<file path="config.mk">
export PLATFORM = sky130hd
export DESIGN_NAME = dma_chan_regs
export DESIGN_NICKNAME = d
export VERILOG_FILES = /design/src/rtl/dma_chan_regs_pkg.sv /design/src/rtl/dma_chan_regs_ctl.sv /design/src/rtl/dma_chan_regs_dp.sv /design/src/rtl/dma_chan_regs.sv
export SDC_FILE = /design/constraint.sdc
export NUM_CORES = 1
export LEC_CHECK = 0
export CAP_MARGIN = 20
export CORE_UTILIZATION = 52
export DETAILED_ROUTE_END_ITERATION = 8
export PLACE_DENSITY = 0.83
export SKIP_LAST_GASP = 1
export SYNTH_ARGS = -nofsm -noshare
export SYNTH_HDL_FRONTEND = slang
export SYNTH_SLANG_ARGS = --single-unit
</file>
<file path="constraint.sdc">
create_clock -name clk -period 5.7 [get_ports clk]
set_input_delay 1.71 -clock clk [delete_from_list [all_inputs] [get_ports clk]]
set_output_delay 1.71 -clock clk [all_outputs]
set_load 0.05 [all_outputs]
</file>
<file path="src/rtl/dma_chan_regs_pkg.sv">
package dma_chan_regs_pkg;

  // Status bit positions
  localparam int RUN_B    = 15;
  localparam int PAUSE_B  = 14;
  localparam int FLUSH_B  = 13;
  localparam int WAKE_B   = 12;
  localparam int DEAD_B   = 11;
  localparam int ACTIVE_B = 10;
  localparam int BT_B     = 8;
  localparam int DEV_W    = 4;

  // Bits a control write may change: run, pause, flush, wake, device status
  localparam logic [15:0] CTL_WRITABLE = 16'hF00F;

  typedef enum logic [2:0] {
    REG_CTL   = 3'd0,
    REG_STAT  = 3'd1,
    REG_PTRHI = 3'd2,
    REG_PTR   = 3'd3,
    REG_INTR  = 3'd4,
    REG_BR    = 3'd5,
    REG_WAIT  = 3'd6,
    REG_XFER  = 3'd7
  } regIdx_t;

  typedef struct packed {
    logic ctl;
    logic stat;
    logic ptr;
    logic intr;
    logic br;
    logic waitSel;
  } wrStrobe_t;

endpackage

</file>
<file path="src/rtl/dma_chan_regs_ctl.sv">
module dma_chan_regs_ctl
  import dma_chan_regs_pkg::*;
#(
  parameter int NCH = 2,
  parameter int CH_SHIFT = 8,
  localparam int CH_W = (NCH > 1) ? $clog2(NCH) : 1,
  localparam int ADDR_W = CH_SHIFT + CH_W
) (
  input  logic [ADDR_W-1:0] busAddr,
  input  logic              busWrEn,
  input  logic              busWordAccess,
  output wrStrobe_t         strb,
  output logic [CH_W-1:0]   chIdx,
  output regIdx_t           regIdx,
  output logic              accessOk
);

  logic [CH_SHIFT-3:0] wordIdx;
  logic inMap;
  logic chOk;
  logic wrOk;

  assign chIdx   = busAddr[ADDR_W-1:CH_SHIFT];
  assign wordIdx = busAddr[CH_SHIFT-1:2];
  assign regIdx  = regIdx_t'(wordIdx[2:0]);
  assign inMap   = (wordIdx >> 3) == '0;
  assign chOk    = {1'b0, chIdx} < (CH_W+1)'(NCH);
  assign accessOk = busWordAccess && (busAddr[1:0] == 2'b00) && inMap && chOk;
  assign wrOk    = busWrEn && accessOk;

  always_comb begin
    strb = '0;
    if (wrOk) begin
      unique case (regIdx)
        REG_CTL:  strb.ctl     = 1'b1;
        REG_STAT: strb.stat    = 1'b1;
        REG_PTR:  strb.ptr     = 1'b1;
        REG_INTR: strb.intr    = 1'b1;
        REG_BR:   strb.br      = 1'b1;
        REG_WAIT: strb.waitSel = 1'b1;
        default:  strb         = '0;
      endcase
    end
  end

endmodule

</file>
<file path="src/rtl/dma_chan_regs_dp.sv">
module dma_chan_regs_dp
  import dma_chan_regs_pkg::*;
#(
  parameter int NCH = 2,
  localparam int CH_W = (NCH > 1) ? $clog2(NCH) : 1
) (
  input  logic              clk,
  input  logic              rstN,
  input  wrStrobe_t         strb,
  input  logic [CH_W-1:0]   chIdx,
  input  regIdx_t           regIdx,
  input  logic              accessOk,
  input  logic [31:0]       wrData,
  input  logic              seqStatWe,
  input  logic [CH_W-1:0]   seqStatCh,
  input  logic [15:0]       seqStatData,
  output logic [31:0]       rdData,
  output logic [NCH*16-1:0] chStatus,
  output logic [NCH*32-1:0] chCmdPtr,
  output logic [NCH*32-1:0] chIntrSel,
  output logic [NCH*32-1:0] chBranchSel,
  output logic [NCH*32-1:0] chWaitSel,
  output logic [NCH-1:0]    flushReq,
  output logic [NCH-1:0]    kick,
  output logic [NCH-1:0]    fetchReq
);

  logic [15:0] statArr [NCH];
  logic [31:0] ptrArr  [NCH];
  logic [31:0] intrArr [NCH];
  logic [31:0] brArr   [NCH];
  logic [31:0] waitArr [NCH];

  for (genvar i = 0; i < NCH; i++) begin : g_ch
    logic [15:0] statQ;
    logic [31:0] ptrQ, intrQ, brQ, waitQ;
    logic [15:0] ctlMask, ctlVal, ctlNext;
    logic        flushNow;
    logic        hit;

    assign hit = (chIdx == CH_W'(i));

    // Masked merge followed by the derived ACTIVE/DEAD rules
    always_comb begin
      ctlMask  = wrData[31:16] & CTL_WRITABLE;
      ctlVal   = wrData[15:0] & CTL_WRITABLE;
      ctlNext  = (ctlVal & ctlMask) | (statQ & ~ctlMask);
      if (ctlNext[WAKE_B]) ctlNext[ACTIVE_B] = 1'b1;
      if (ctlNext[RUN_B]) begin
        ctlNext[ACTIVE_B] = 1'b1;
        ctlNext[DEAD_B]   = 1'b0;
      end
      if (ctlNext[PAUSE_B]) ctlNext[ACTIVE_B] = 1'b0;
      if (statQ[RUN_B] && !ctlNext[RUN_B]) begin
        ctlNext[ACTIVE_B] = 1'b0;
        ctlNext[DEAD_B]   = 1'b0;
      end
      flushNow = ctlNext[FLUSH_B];
      ctlNext[FLUSH_B] = 1'b0;
    end

    always_ff @(posedge clk) begin
      if (!rstN) begin
        statQ       <= '0;
        ptrQ        <= '0;
        intrQ       <= '0;
        brQ         <= '0;
        waitQ       <= '0;
        flushReq[i] <= 1'b0;
        kick[i]     <= 1'b0;
        fetchReq[i] <= 1'b0;
      end else begin
        flushReq[i] <= 1'b0;
        kick[i]     <= 1'b0;
        fetchReq[i] <= 1'b0;
        if (hit && strb.ctl) begin
          statQ       <= ctlNext;
          flushReq[i] <= flushNow;
          kick[i]     <= ctlNext[ACTIVE_B];
        end else if (hit && strb.stat) begin
          statQ <= wrData[15:0];
        end else if (seqStatWe && seqStatCh == CH_W'(i)) begin
          statQ <= seqStatData;
        end
        if (hit && strb.ptr && !statQ[ACTIVE_B]) begin
          ptrQ        <= {wrData[31:4], 4'b0000};
          fetchReq[i] <= 1'b1;
        end
        if (hit && strb.intr)    intrQ <= wrData;
        if (hit && strb.br)      brQ   <= wrData;
        if (hit && strb.waitSel) waitQ <= wrData;
      end
    end

    assign statArr[i] = statQ;
    assign ptrArr[i]  = ptrQ;
    assign intrArr[i] = intrQ;
    assign brArr[i]   = brQ;
    assign waitArr[i] = waitQ;
    assign chStatus[i*16 +: 16]    = statQ;
    assign chCmdPtr[i*32 +: 32]    = ptrQ;
    assign chIntrSel[i*32 +: 32]   = intrQ;
    assign chBranchSel[i*32 +: 32] = brQ;
    assign chWaitSel[i*32 +: 32]   = waitQ;
  end

  always_comb begin
    rdData = '0;
    if (accessOk) begin
      unique case (regIdx)
        REG_STAT: rdData = {16'h0000, statArr[chIdx]};
        REG_PTR:  rdData = ptrArr[chIdx];
        REG_INTR: rdData = intrArr[chIdx];
        REG_BR:   rdData = brArr[chIdx];
        REG_WAIT: rdData = waitArr[chIdx];
        default:  rdData = '0;
      endcase
    end
  end

endmodule

</file>
<file path="src/rtl/dma_chan_regs.sv">
module dma_chan_regs
  import dma_chan_regs_pkg::*;
#(
  parameter int NCH = 2,
  parameter int CH_SHIFT = 8,
  localparam int CH_W = (NCH > 1) ? $clog2(NCH) : 1,
  localparam int ADDR_W = CH_SHIFT + CH_W
) (
  input  logic              clk,
  input  logic              rstN,
  input  logic [ADDR_W-1:0] busAddr,
  input  logic              busWrEn,
  input  logic              busWordAccess,
  input  logic [31:0]       busWrData,
  output logic [31:0]       busRdData,
  input  logic              seqStatWe,
  input  logic [CH_W-1:0]   seqStatCh,
  input  logic [15:0]       seqStatData,
  output logic [NCH*16-1:0] chStatus,
  output logic [NCH*32-1:0] chCmdPtr,
  output logic [NCH*32-1:0] chIntrSel,
  output logic [NCH*32-1:0] chBranchSel,
  output logic [NCH*32-1:0] chWaitSel,
  output logic [NCH-1:0]    flushReq,
  output logic [NCH-1:0]    kick,
  output logic [NCH-1:0]    fetchReq
);

  wrStrobe_t       strb;
  logic [CH_W-1:0] chIdx;
  regIdx_t         regIdx;
  logic            accessOk;

  dma_chan_regs_ctl #(.NCH(NCH), .CH_SHIFT(CH_SHIFT)) ctl_i (
    .busAddr       (busAddr),
    .busWrEn       (busWrEn),
    .busWordAccess (busWordAccess),
    .strb          (strb),
    .chIdx         (chIdx),
    .regIdx        (regIdx),
    .accessOk      (accessOk)
  );

  dma_chan_regs_dp #(.NCH(NCH)) dp_i (
    .clk         (clk),
    .rstN        (rstN),
    .strb        (strb),
    .chIdx       (chIdx),
    .regIdx      (regIdx),
    .accessOk    (accessOk),
    .wrData      (busWrData),
    .seqStatWe   (seqStatWe),
    .seqStatCh   (seqStatCh),
    .seqStatData (seqStatData),
    .rdData      (busRdData),
    .chStatus    (chStatus),
    .chCmdPtr    (chCmdPtr),
    .chIntrSel   (chIntrSel),
    .chBranchSel (chBranchSel),
    .chWaitSel   (chWaitSel),
    .flushReq    (flushReq),
    .kick        (kick),
    .fetchReq    (fetchReq)
  );

endmodule

</file>
; ---- Word level (Yosys, flattened, before mapping)
; Cells that the tools add are included.
; W data, S select, Z words.
[totals]
regBits = 286
latch_bits = 0
ramBits = 0
rom_bits = 0
inputBits = 63
out_inout_bits = 326
wordCells = 110
memories = 0
[op_classes]
addsub = 0
multipliers = 0
div = 0
n_lt_le_gt_ge = 1
n_eq_ne = 5
shift = 0
muxes = 40
bitwise_logic = 10
n_reduce_logical = 36
[op_table]
columns = operator, n
row1 = $mux W32, 13
row2 = $pmux W32 S5, 1
row3 = $mux W16, 9
row4 = $and A16 B16 Y16, 3
row5 = $or A16 B16 Y16, 2
row6 = $logic_and A1 B1 Y1, 21
row7 = $not A16 Y16, 1
row8 = $mux W1, 12
row9 = $eq A3 B3 Y1 const B, 3
row10 = $mux W2, 4
row11 = $logic_not A6 Y1, 1
row12 = $mux W6, 1
row13 = $reduce_bool A3 Y1, 2
row14 = $logic_not A1 Y1, 4
row15 = $reduce_and A2 Y1, 2
row16 = $reduce_bool A2 Y1, 2
row17 = $reduce_or A2 Y1, 2
row18 = $eq A3 B1 Y1 const B, 1
row19 = $eq A3 B2 Y1 const B, 1
row20 = $logic_not A3 Y1, 1
row21 = $not A1 Y1, 3
row22 = $ge A2 B2 Y1 const B, 1
row23 = $logic_not A2 Y1, 1
row24 = $not A1 Y2, 1

; ---- Logic depth before layout (Yosys ltp)
; Gate-level depths: netlist (run 1).
[depth]
depth_word = 8
depth_mapped = 7
mapped_depth_nobuf = 4

; ---- By module
; A second synthesis (run 1) with hierarchy kept.
[unflattened]
cells_unflattened = 1724
hier_area_um2 = 13452.9
[modules_own_cells]
columns = module, instances, cells_per_inst, area_per_inst_um2, seq_area_each_um2
row1 = dma_chan_regs_dp, 1, 1705, 13327.8, 5725.5
row2 = dma_chan_regs_ctl, 1, 19, 125.1, 0.0

; ---- Worst setup path before layout (run 1)
; No wires, ideal clock.
[synth_path]
path_kind = input -> output
start = input port busAddr[0]
end = output port busRdData[15]
arrival_ps = 4220
t_required_ps = 3990
path_slack_ps = -230
stages = 5
path_buffers = 2
cell_sequence = or4b_1 -> buf_6 -> or4_1 -> buf_2 -> a311oi_1
[synth_via]
elab_chain_cells = 4
[synth_rtl]
columns = element, line
row1 = start: declaration, dma_chan_regs.sv:11  ; input logic [ADDR_W-1:0] busAddr,
row2 = $logic_not A2 Y1, dma_chan_regs_ctl.sv:28  ; assign accessOk = busWordAccess && (busAddr[1:0] == 2'b00) && inMap && chOk;
row3 = $logic_and A1 B1 Y1 (2 in series), dma_chan_regs_ctl.sv:28
row4 = $mux W32, dma_chan_regs_dp.sv:109  ; if (accessOk) begin
row5 = end: declaration, dma_chan_regs.sv:15  ; output logic [31:0] busRdData,
; No other way between the ends.

; ---- Worst setup path in the final report (run 1)
[layout_path]
start = input port busAddr[5]
end = output port busRdData[15]
[layout_via]
elab_chain_cells = 3
[layout_rtl]
columns = element, line
row1 = $logic_not A6 Y1, dma_chan_regs_ctl.sv:26  ; assign inMap = (wordIdx >> 3) == '0;
row2 = $logic_and A1 B1 Y1, dma_chan_regs_ctl.sv:28
row3 = $mux W32, dma_chan_regs_dp.sv:109
; No other way between the ends.

==> run summary, run 1 <==
* finished clean — run status
* 0 — number of enable flip-flop cells after synthesis
* sky130_fd_sc_hd__dfxtp_1 — post-synth top area cell
* 1 — number of H-tree levels
* 60 ps — clk slew on worst S/H paths
* 0.0179 mm^2 — Placement Cell Area
* 0.655 — met2 Usage GRT
* 0.748 — final design utilization
* 560 ps — clock latency on the worst-skew pair
* 0 ps — post-route setup TNS
* built — TritonCTS clock tree
* met2 — most congested layer reported by global routing
* 0.535 — initial core utilization
* 1938 — violation count after the first detailed-routing iteration
* 85700 um — wire length of the first global-routing pass
* 0.422 — Seq/Total Area, Yosys
* input pin — Setup crit start kind
* false — RSZ-0062 raised after global routing
* 58600 um — total wire length after detailed routing
* 0 — number of nets still failing antenna checks after routing
* 4.53 mW — overall power of the completed layout
* 0.102 — M3 GR Usage
* 178 MHz — fmax
* 14000 — via count of the first global-routing pass
* 2102 — count of nets after finishing
* 0 — setup fix buffers added after clock tree synthesis
* sky130_fd_sc_hd__nand2_1 — library cell with the highest instance count after synthesis
* 7.83 um^2 — synthesized area divided by synthesized cell count
* 6.22 — Avg Vias per Cell
* 5620 ps — minimum period implied by the final worst setup slack
* 0 — final global-route overflow total
* 286 — Sink Count
* 0.0268 mm^2 — die outline area
* 8.48 ps — Worst Skew
* 0.300 — worst max-slew margin expressed relative to the limit
* 0 — diode count
* 0 — count of hold-fix buffers inserted at cts
* 0 — Syn. warnings
* 0.985 — final worst-path cycle share
* 164 um — Die W
* -214 ps — post-placement setup slack
* 0 — Max Slew Vio Count
* 0.422 — proportion of netlist area held by the largest area contributor
* 40.0% — Layout area overhead
* output port — kind of end point of the critical path
* 0.552 — met1 layer usage reported by global route
* 0 — DRC violations left
* 14900 — total number of vias
* 0.266 mV — worst voltage drop across the vdd grid
* 0.0136 mm^2 — netlist area before placement
* 41400 um — HPWL after detailed placement
* 20 — largest fanout on the critical path
* 3910 ps — Worst Path Arrival
* 1734 — Post-Syn Instances
* 0.0190 mm^2 — post-layout instance area
* 58 — number of placement rows
* 24.5 um — mean routed wirelength per cell
* 127 — maximum number of pins on one net before global-route repair
* 5 — DRT Pass-1 Iters
* 65 — number of library cell types mapped by synthesis
* 0 — antenna violations before repair
* 0 — count of maximum capacitance violations
* sky130_fd_sc_hd__clkbuf_16 — clock tree root driver cell
* 30 — TritonCTS buffer count
* sky130_fd_sc_hd__dfxtp_1 — prevailing post-synth register cell
* 0 — number of hold-slack violations in the final timing report
* 0.113 — fraction of layout cells with a size suffix above 1
* 238 mW/mm^2 — P per Cell Area
* 1.02 — Final GP Congestion
* 504 x sky130_fd_sc_hd__nand2_1, 286 x sky130_fd_sc_hd__dfxtp_1, 255 x sky130_fd_sc_hd__a21oi_1, 126 x sky130_fd_sc_hd__mux2i_1, 104 x sky130_fd_sc_hd__clkbuf_1 — most instantiated cells after synthesis
* 3990 ps — required time at the endpoint of the critical path
* 83.6 ps — smallest setup slack after layout
* 0.0254 mm^2 — Core ar.
* 286 — number of register bits inferred by synthesis
* sky130_fd_sc_hd__dfxtp_1 42%, sky130_fd_sc_hd__nand2_1 14%, sky130_fd_sc_hd__a21oi_1 9.4% — cells taking the most area after synthesis
* 380 — number of buffers inserted by port buffering
* 1050 ps — slew at the pin closest to its max-slew limit
* in2out — critical path class
* 0.423 — GRT Util Overall
* reg2reg — worst hold path type
* 0 — final setup violating endpoints
* 6.34 nW — cell leakage power
* 164 um — Die Y
* 0 — async set-reset flop share out of synthesis
* 3 — maximum clock path buffer count
* 389 — io pins
==> path summary, 6_finish.rpt <==
path | endpoint | depth (start not counted) | startpoint | slack [ps]
max | busRdData[15] | 7 | busAddr[5] | 80
min | dp_i.g_ch[0].brQ[9] | 2 | dp_i.g_ch[0].brQ[9] | 460
max reg2reg | dp_i.g_ch[0].ptrQ[11] | 5 | dp_i.g_ch[0].statQ[10] | 3100
min reg2reg | dp_i.g_ch[0].brQ[9] | 2 | dp_i.g_ch[0].brQ[9] | 460
==> state kept, by name (all words and copies together) (netlist names), named ones only <==
signal           cells
dp_i.fetchReq        2
dp_i.g_ch.ptrQ      56
dp_i.g_ch.intrQ     64
dp_i.flushReq        2
dp_i.g_ch.statQ     24
dp_i.kick            2
dp_i.g_ch.waitQ     64
dp_i.g_ch.brQ       64
==> where the power goes <==
group	total, mW	switching, mW	internal [mW]
Clock	2.10	0.839	1.26
Combinational	0.401	0.268	0.132
Sequential	2.03	0.0200	2.01
Total	4.53	1.13	3.40
==> worst max-delay path, stage by stage <==
cell                              delay [ps]
sky130_fd_sc_hd__clkdlybuf4s50_1         430
sky130_fd_sc_hd__or4b_4                  590
sky130_fd_sc_hd__or4_4                   470
sky130_fd_sc_hd__buf_12                  190
sky130_fd_sc_hd__a311oi_4                220
sky130_fd_sc_hd__buf_4                   170
sky130_fd_sc_hd__buf_12                  120
==> per-stage QoR <==
stage	hold WS (ps)	cells
floorplan	452	1741
global placement	450	2337
detailed placement	459	2337
CTS	467	2391
global route	479	2391
finish	465	2391
==> cells by family (layout without fill, tap and decap cells) <==
| logic type | after synthesis | count (layout) | share of synthesized area |
|---|---|---|---|
| AND/OR/NAND/NOR | 696 | 696 | 0.226 |
| multiplexers | 130 | 130 | 0.0962 |
| buffers and inverters | 182 | 502 | 0.0657 |
| flip-flops | 286 | 286 | 0.422 |
| AO/OA/AOI/OAI | 439 | 439 | 0.190 |
| other | 1 | 8 | 0.000276 |
==> layout make-up <==
cell class	instances	area, um^2
flip-flops and latches	286	5730
well taps	330	413
multi-input cells	1273	7040
inverters	3	18.8
repair buffers	445	4760
clock buffers	44	893
fillers	1924	6390
clock inverters	10	164
==> repair_timing <==
action | 4_1_cts | 5_1_grt
pin swaps | 0 | 2
resized for setup | 4 | 3
setup endpoints to repair | 28 | 5
gates cloned | 0 | 0
==> metal layers <==
layer,vias up,routed length (um)
met3,176,7230
met2,1112,26400
met5,-,0
met1,7067,22300
met4,0,2680
li1,6528,-
==> cell usage in the layout (no fill, tap or decap), types with 28 or more instances in the layout <==
cell and instances:
sky130_fd_sc_hd__clkbuf_16 30, sky130_fd_sc_hd__nand2_2 30, sky130_fd_sc_hd__buf_4 54, sky130_fd_sc_hd__buf_12 43, sky130_fd_sc_hd__nor2_1 61, sky130_fd_sc_hd__clkdlybuf4s50_1 345, sky130_fd_sc_hd__a21oi_1 255, sky130_fd_sc_hd__o22ai_1 51
sky130_fd_sc_hd__nand2_1 504, sky130_fd_sc_hd__dfxtp_1 286, sky130_fd_sc_hd__a31oi_1 28, sky130_fd_sc_hd__mux2i_1 126
(Power assumes the default switching activity.)
==> inputs of run 2 (changes only) <==
CORE_ASPECT_RATIO = 0.75   (was default)
CORE_MARGIN = 2   (was default)
==> run summary, run 2 (synthesized netlist as in run 1, its figures left out) <==
* 6.20 — Avg Vias per Cell, -0.42%
* 3 — maximum clock path buffer count, unchanged
* 0 — number of hold-slack violations in the final timing report, unchanged
* 2355 — Cell Count Post-Placement, +0.77%
* 14900 — total number of vias, +0.24%
* 504 x sky130_fd_sc_hd__nand2_1, 347 x sky130_fd_sc_hd__clkdlybuf4s50_1, 286 x sky130_fd_sc_hd__dfxtp_1 — leading cell types in the layout, fill and taps excluded
* 39.1% — Layout area overhead
* 51 — number of placement rows, -12%
* 1060 ps — slew at the pin closest to its max-slew limit, +14.4 ps
* 0 — DRC violations left, unchanged
* 11 — largest fanout on the critical path, -45%
* 84200 um — wire length of the first global-routing pass, -1.7%
* 0.0258 mm^2 — Core ar., +1.7%
* busAddr[0] — launching instance or port of the critical path
* 0.113 — fraction of layout cells with a size suffix above 1, about the same
* 7 — DRT Pass-1 Iters, +2
* 1 — number of H-tree levels, unchanged
* 14100 — via count of the first global-routing pass, +0.72%
* 0.200 mV — worst voltage drop across the vdd grid, -25%
* 0.293 — worst max-slew margin expressed relative to the limit, -0.00741
* 0 — diode count, unchanged
* 70 ps — clk slew on worst S/H paths, about the same
* 28 — TritonCTS buffer count, -6.7%
* reg2reg — worst hold path type
* built — TritonCTS clock tree
* 0 — Max Slew Vio Count, unchanged
* 3990 ps — required time at the endpoint of the critical path, about the same
* dp_i.g_ch[0].intrQ[23] — startpoint of the lowest-slack hold path
* 0.731 — final design utilization, -0.0173
* 2104 — count of nets after finishing, +0.095%
* input pin — Setup crit start kind
* 0 — number of nets still failing antenna checks after routing, unchanged
* output port — kind of end point of the critical path
* 0 — setup fix buffers added after clock tree synthesis, unchanged
* 389 — io pins, unchanged
* 57600 um — total wire length after detailed routing, -1.7%
* 0 — count of hold-fix buffers inserted at cts, unchanged
* 1788 — violation count after the first detailed-routing iteration, -7.7%
* -140 ps — post-placement setup slack, +74.0 ps
* dp_i.g_ch[1].statQ[10] — source of the worst register-to-register timing path
* 0.0189 mm^2 — post-layout instance area, -0.61%
* 0.526 — initial core utilization, -0.00919
* 176 MHz — fmax, -1.1%
* 380 — number of buffers inserted by port buffering, unchanged
* 191 um — Die W, +17%
* 6.25 nW — cell leakage power, -1.4%
* 39900 um — HPWL after detailed placement, -3.5%
* 286 — Sink Count, unchanged
* 0 — antenna violations before repair, unchanged
* 0 — count of maximum capacitance violations, unchanged
* 23.9 um — mean routed wirelength per cell, -2.4%
* 5680 ps — minimum period implied by the final worst setup slack, +64.1 ps
* 8.10 ps — Worst Skew, -0.379 ps
* 0.0274 mm^2 — die outline area, +2.5%
* 225 mW/mm^2 — P per Cell Area, -5.4%
* 540 ps — clock latency on the worst-skew pair, -20 ps
* 3970 ps — Worst Path Arrival, +60 ps
* dp_i.g_ch.brQ x64, dp_i.g_ch.intrQ x64, dp_i.g_ch.waitQ x64 — Largest regs
* true — RSZ-0062 raised after global routing
* sky130_fd_sc_hd__nand2_1 — commonest non-fill, non-tap cell in the layout
* in2out — critical path class
* 0.0180 mm^2 — Placement Cell Area, +0.22%
* 0 — final global-route overflow total, unchanged
* 1.02 — Final GP Congestion, +0.40%
* 0.402 — GRT Util Overall, -0.0206
* 0 — final setup violating endpoints, unchanged
* 19.5 ps — smallest setup slack after layout, -64.1 ps
* 0.997 — final worst-path cycle share, +0.0112
* 144 um — Die Y, -12%
* 2407 — fin cells, +0.67%
* sky130_fd_sc_hd__clkbuf_16 — clock tree root driver cell
* finished clean — run status
* 85 — maximum number of pins on one net before global-route repair, -33%
-- run 2: cell count changes in the layout (fill, tap and decap cells not counted), sizes merged --
cell | before | now
clkbuf | 44 | 39
buf | 98 | 102
bufinv | 4 | 1
clkinv | 5 | 8
clkinvlp | 1 | 4
clkdlybuf4s50 | 345 | 347
dlymetal6s2s | 2 | 0
-- run 2: stage by stage --
| step | setup TNS [ps] | total power, mW | hold slack [ps] |
|---|---|---|---|
| 6_report | 0 | 4.26 | 467 |
| 5_1_grt | -3.83 | 4.34 | 485 |
| 4_1_cts | -97.7 | 4.24 | 467 |
| 3_5_place_dp | -240 | 2.46 | 458 |
| 3_3_place_gp | -231 | 2.45 | 452 |
| 2_1_floorplan | -459 | 2.30 | 452 |
-- run 2: report_power, final --
group	internal (mW)	total [mW]	switching, mW
Sequential	2.01	2.03	0.0177
Clock	1.02	1.83	0.810
Combinational	0.132	0.400	0.267
-- run 2: timing repair --
action	in CTS	in global routing
gates cloned	0	0
endpoints found under the setup margin	5	16
gates resized for setup	2	6
-- run 2: final cells by class --
class                      count  area, um^2
fill                        1985        6950
clock buffer                  39         793
sequential                   286        5730
timing repair buffer         449        4780
inverter                       3        18.8
clock inverter                13         104
multi-input combinational   1273        7040
tap                          344         430
-- run 2: per-layer routing --
layer / part of all wire / up-vias / wire length (um) / global-route usage
met5: 0 / - / 0 / 0
met4: 0.040 / 0 / 2290 / 0.152
met3: 0.13 / 181 / 7640 / 0.107
met2: 0.44 / 1127 / 25500 / 0.633
met1: 0.38 / 7072 / 22100 / 0.529
li1: - / 6539 / - / -
-- run 2: final timing paths --
| path | to | slack (ps) | depth (start not counted) |
|---|---|---|---|
| min reg2reg | dp_i.g_ch[0].intrQ[23] | 470 | 2 |
| max | busRdData[15] | 20 | 7 |
| max reg2reg | dp_i.g_ch[1].ptrQ[9] | 3070 | 4 |
| min | dp_i.g_ch[0].intrQ[23] | 470 | 2 |
-- run 2: critical path, cell delays in order --
cell and delay, ps:
sky130_fd_sc_hd__clkdlybuf4s50_1 420, sky130_fd_sc_hd__or4b_4 550, sky130_fd_sc_hd__or4_4 530, sky130_fd_sc_hd__buf_6 190, sky130_fd_sc_hd__a311oi_4 260, sky130_fd_sc_hd__buf_4 180, sky130_fd_sc_hd__buf_12 130
==> inputs of run 3 (changes only) <==
ABC_AREA = 0   (was default)
CORE_ASPECT_RATIO = default   (was 0.75)
==> run summary, run 3 (synthesized netlist as in run 1, its figures left out) <==
* finished clean — run status
* 0.282 mV — worst voltage drop across the vdd grid, +41%
* met2 — most congested layer reported by global routing
* 233 mW/mm^2 — P per Cell Area, +3.2%
* 30 — TritonCTS buffer count, +7.1%
* 0.397 — GRT Util Overall, -0.00476
* false — RSZ-0062 raised after global routing
* 11 — largest fanout on the critical path, unchanged
* 2179 — violation count after the first detailed-routing iteration, +22%
* 570 ps — clock latency on the worst-skew pair, +30 ps
* 24.0 um — mean routed wirelength per cell, +0.46%
* 0.526 — initial core utilization, about the same
* 3.28 mW — design internal power, +3.7%
* 0 — count of hold-fix buffers inserted at cts, unchanged
* 0 ps — post-route setup TNS, unchanged
* 3990 ps — required time at the endpoint of the critical path, about the same
* 0.313 — worst max-slew margin expressed relative to the limit, +0.0198
* sky130_fd_sc_hd__clkbuf_16 — clock tree root driver cell
* 176 MHz — fmax, +0.14%
* 0 — DRC violations left, unchanged
* 39800 um — HPWL after detailed placement, -0.45%
* output port — kind of end point of the critical path
* 3 — maximum clock path buffer count, unchanged
* dp_i.g_ch[1].ptrQ[10] — worst flop-to-flop path endpoint
* 0.534 — met1 layer usage reported by global route, +0.00549
* 0.0274 mm^2 — die outline area, about the same
* 57200 um — total wire length after detailed routing, -0.59%
* 0.446 — share of power burned in the clock network, +0.016
* 0.605 — met2 Usage GRT, -0.0284
* 0 — count of maximum capacitance violations, unchanged
* busRdData[15] — CP endpoint
* 4 — Buf+Inv Stages, Crit Path, unchanged
* 60 ps — clk slew on worst S/H paths, about the same
* 286 — Sink Count, unchanged
* 27.6 ps — smallest setup slack after layout, +8.16 ps
* dp_i.g_ch[1].statQ[10] — source of the worst register-to-register timing path
* 6 — DRT Pass-1 Iters, -1
* 6.20 — Avg Vias per Cell, +0.11%
* 0 — diode count, unchanged
* reg2reg — worst hold path type
* 389 — io pins, unchanged
* 3160 ps — FF-to-FF setup slack, +90 ps
* 504 x sky130_fd_sc_hd__nand2_1, 345 x sky130_fd_sc_hd__clkdlybuf4s50_1, 286 x sky130_fd_sc_hd__dfxtp_1 — leading cell types in the layout, fill and taps excluded
* 6.23 nW — cell leakage power, -0.41%
* 1.03 — Final GP Congestion, +0.83%
* 4.38 mW — overall power of the completed layout, +2.9%
* busWordAccess — launching instance or port of the critical path
* 0 — final global-route overflow total, unchanged
* 0.0178 mm^2 — Placement Cell Area, -0.60%
* 59 — number of placement rows, +16%
* 0.106 — fraction of layout cells with a size suffix above 1, -0.00693
* 1.10 mW — Sw Pwr, +0.60%
* 86500 um — wire length of the first global-routing pass, +2.7%
* 0.0188 mm^2 — post-layout instance area, -0.26%
* 1959 — Fillers, -1.3%
* in2out — critical path class
* 100 — maximum number of pins on one net before global-route repair, +18%
* 0 — antenna violations before repair, unchanged
* 0 — final setup violating endpoints, unchanged
* 0 — setup fix buffers added after clock tree synthesis, unchanged
* 0 — number of hold-slack violations in the final timing report, unchanged
* 3960 ps — Worst Path Arrival, about the same
* 2382 — fin cells, -1.0%
* -206 ps — post-placement setup slack, -66.6 ps
* 380 — number of buffers inserted by port buffering, unchanged
* dp_i.g_ch.brQ x64, dp_i.g_ch.intrQ x64, dp_i.g_ch.waitQ x64 — Largest regs
* 166 um — Die W, -13%
* 4 — reg2reg path depth, unchanged
* 465 ps — Fin Hold WS, -2.27 ps
* 0.729 — final design utilization, -0.00176
* clkdlybuf4s50_1 > or4b_4 > or4_4 > buf_8 > a311oi_4 > buf_4 > buf_12 — worst path cell trace
* 0.091 — combinational power share, -0.003
* 10.7 ps — Worst Skew, +2.56 ps
* built — TritonCTS clock tree
* 0 — Max Slew Vio Count, unchanged
* 14100 — via count of the first global-routing pass, -0.050%
* sky130_fd_sc_hd__clkdlybuf4s50_1 — master of the slowest instance on the critical path
* 0.0258 mm^2 — Core ar., about the same
* buffers and inverters — Top delay family on crit path
* 7 — Stages on worst setup path, unchanged
* sky130_fd_sc_hd__nand2_1 — commonest non-fill, non-tap cell in the layout
* 1 — number of H-tree levels, unchanged
* 520 ps — delay of the slowest critical-path stage, -30 ps
* 0.463 — sequential power share, -0.013
* 2092 — count of nets after finishing, -0.57%
* 5670 ps — minimum period implied by the final worst setup slack, -8.16 ps
* 1030 ps — slew at the pin closest to its max-slew limit, -35.3 ps
* 38.8% — Layout area overhead
* 0.0915 — M3 GR Usage, -0.0154
* 14800 — total number of vias, -0.93%
* input pin — Setup crit start kind
* 0.251 — net switching fraction of the power, -0.00580
* 0.995 — final worst-path cycle share, -0.00143
* 2332 — Cell Count Post-Placement, -0.98%
* 0 — number of nets still failing antenna checks after routing, unchanged
* 166 um — Die Y, +15%
## run 3: cell types whose count changed in the layout (fill, tap and decap cells not counted), moves of 2 or more
| cell | delta |
|---|---|
| sky130_fd_sc_hd__buf_6 | -2 |
| sky130_fd_sc_hd__clkinv_2 | -4 |
| sky130_fd_sc_hd__buf_4 | -13 |
| sky130_fd_sc_hd__dlygate4sd2_1 | +2 |
| sky130_fd_sc_hd__clkbuf_8 | +4 |
| sky130_fd_sc_hd__clkdlybuf4s50_1 | -2 |
| sky130_fd_sc_hd__clkinvlp_4 | -4 |
## run 3: cell type report
class | instances | area (um^2) | share of cell area
clock buffers | 44 | 873 | 0.0463
well taps | 335 | 419 | 0.0222
clock inverters | 6 | 91.3 | 0.00485
multi-input cells | 1273 | 7040 | 0.373
repair buffers | 435 | 4680 | 0.248
inverters | 3 | 18.8 | 0.000996
flip-flops and latches | 286 | 5730 | 0.304
## run 3: timing repair
item                       in CTS  in global routing
pin swaps                       1                  1
resized for setup               7                  2
setup endpoints to repair      14                  3
## run 3: worst min-delay path by stage
stage	endpoint	from	cells past startpoint	slack, ps
final	dp_i.g_ch[1].brQ[17]	dp_i.g_ch[1].brQ[17]	2	460
after global routing	dp_i.g_ch[1].waitQ[1]	dp_i.g_ch[1].waitQ[1]	2	480
after CTS	dp_i.g_ch[1].waitQ[1]	dp_i.g_ch[1].waitQ[1]	2	470
after detailed placement	dp_i.g_ch[1].waitQ[1]	dp_i.g_ch[1].waitQ[1]	2	460
after global placement	dp_i.g_ch[0].ptrQ[10]	dp_i.g_ch[0].ptrQ[10]	2	450
after floorplan	dp_i.g_ch[1].statQ[8]	dp_i.g_ch[1].statQ[8]	2	450
## run 3: routing by layer
layer | share of wire | vias to the layer above
met5 | 0 | -
met4 | 0.050 | 0
met3 | 0.12 | 188
met2 | 0.44 | 1112
met1 | 0.39 | 6985
li1 | - | 6495
## run 3: worst min-delay path: stages, from the launching register on
cell	delay, ps
sky130_fd_sc_hd__dfxtp_1	320
sky130_fd_sc_hd__nand2_1	50
sky130_fd_sc_hd__a21oi_1	50
## run 3: power groups by stage
stage	combinational, mW	sequential (mW)	clock (mW)
2_1_floorplan	0.210	2.09	0
3_3_place_gp	0.378	2.07	0
3_5_place_dp	0.383	2.07	0
4_1_cts	0.386	2.03	1.95
5_1_grt	0.409	2.03	2.03
6_report	0.398	2.03	1.96
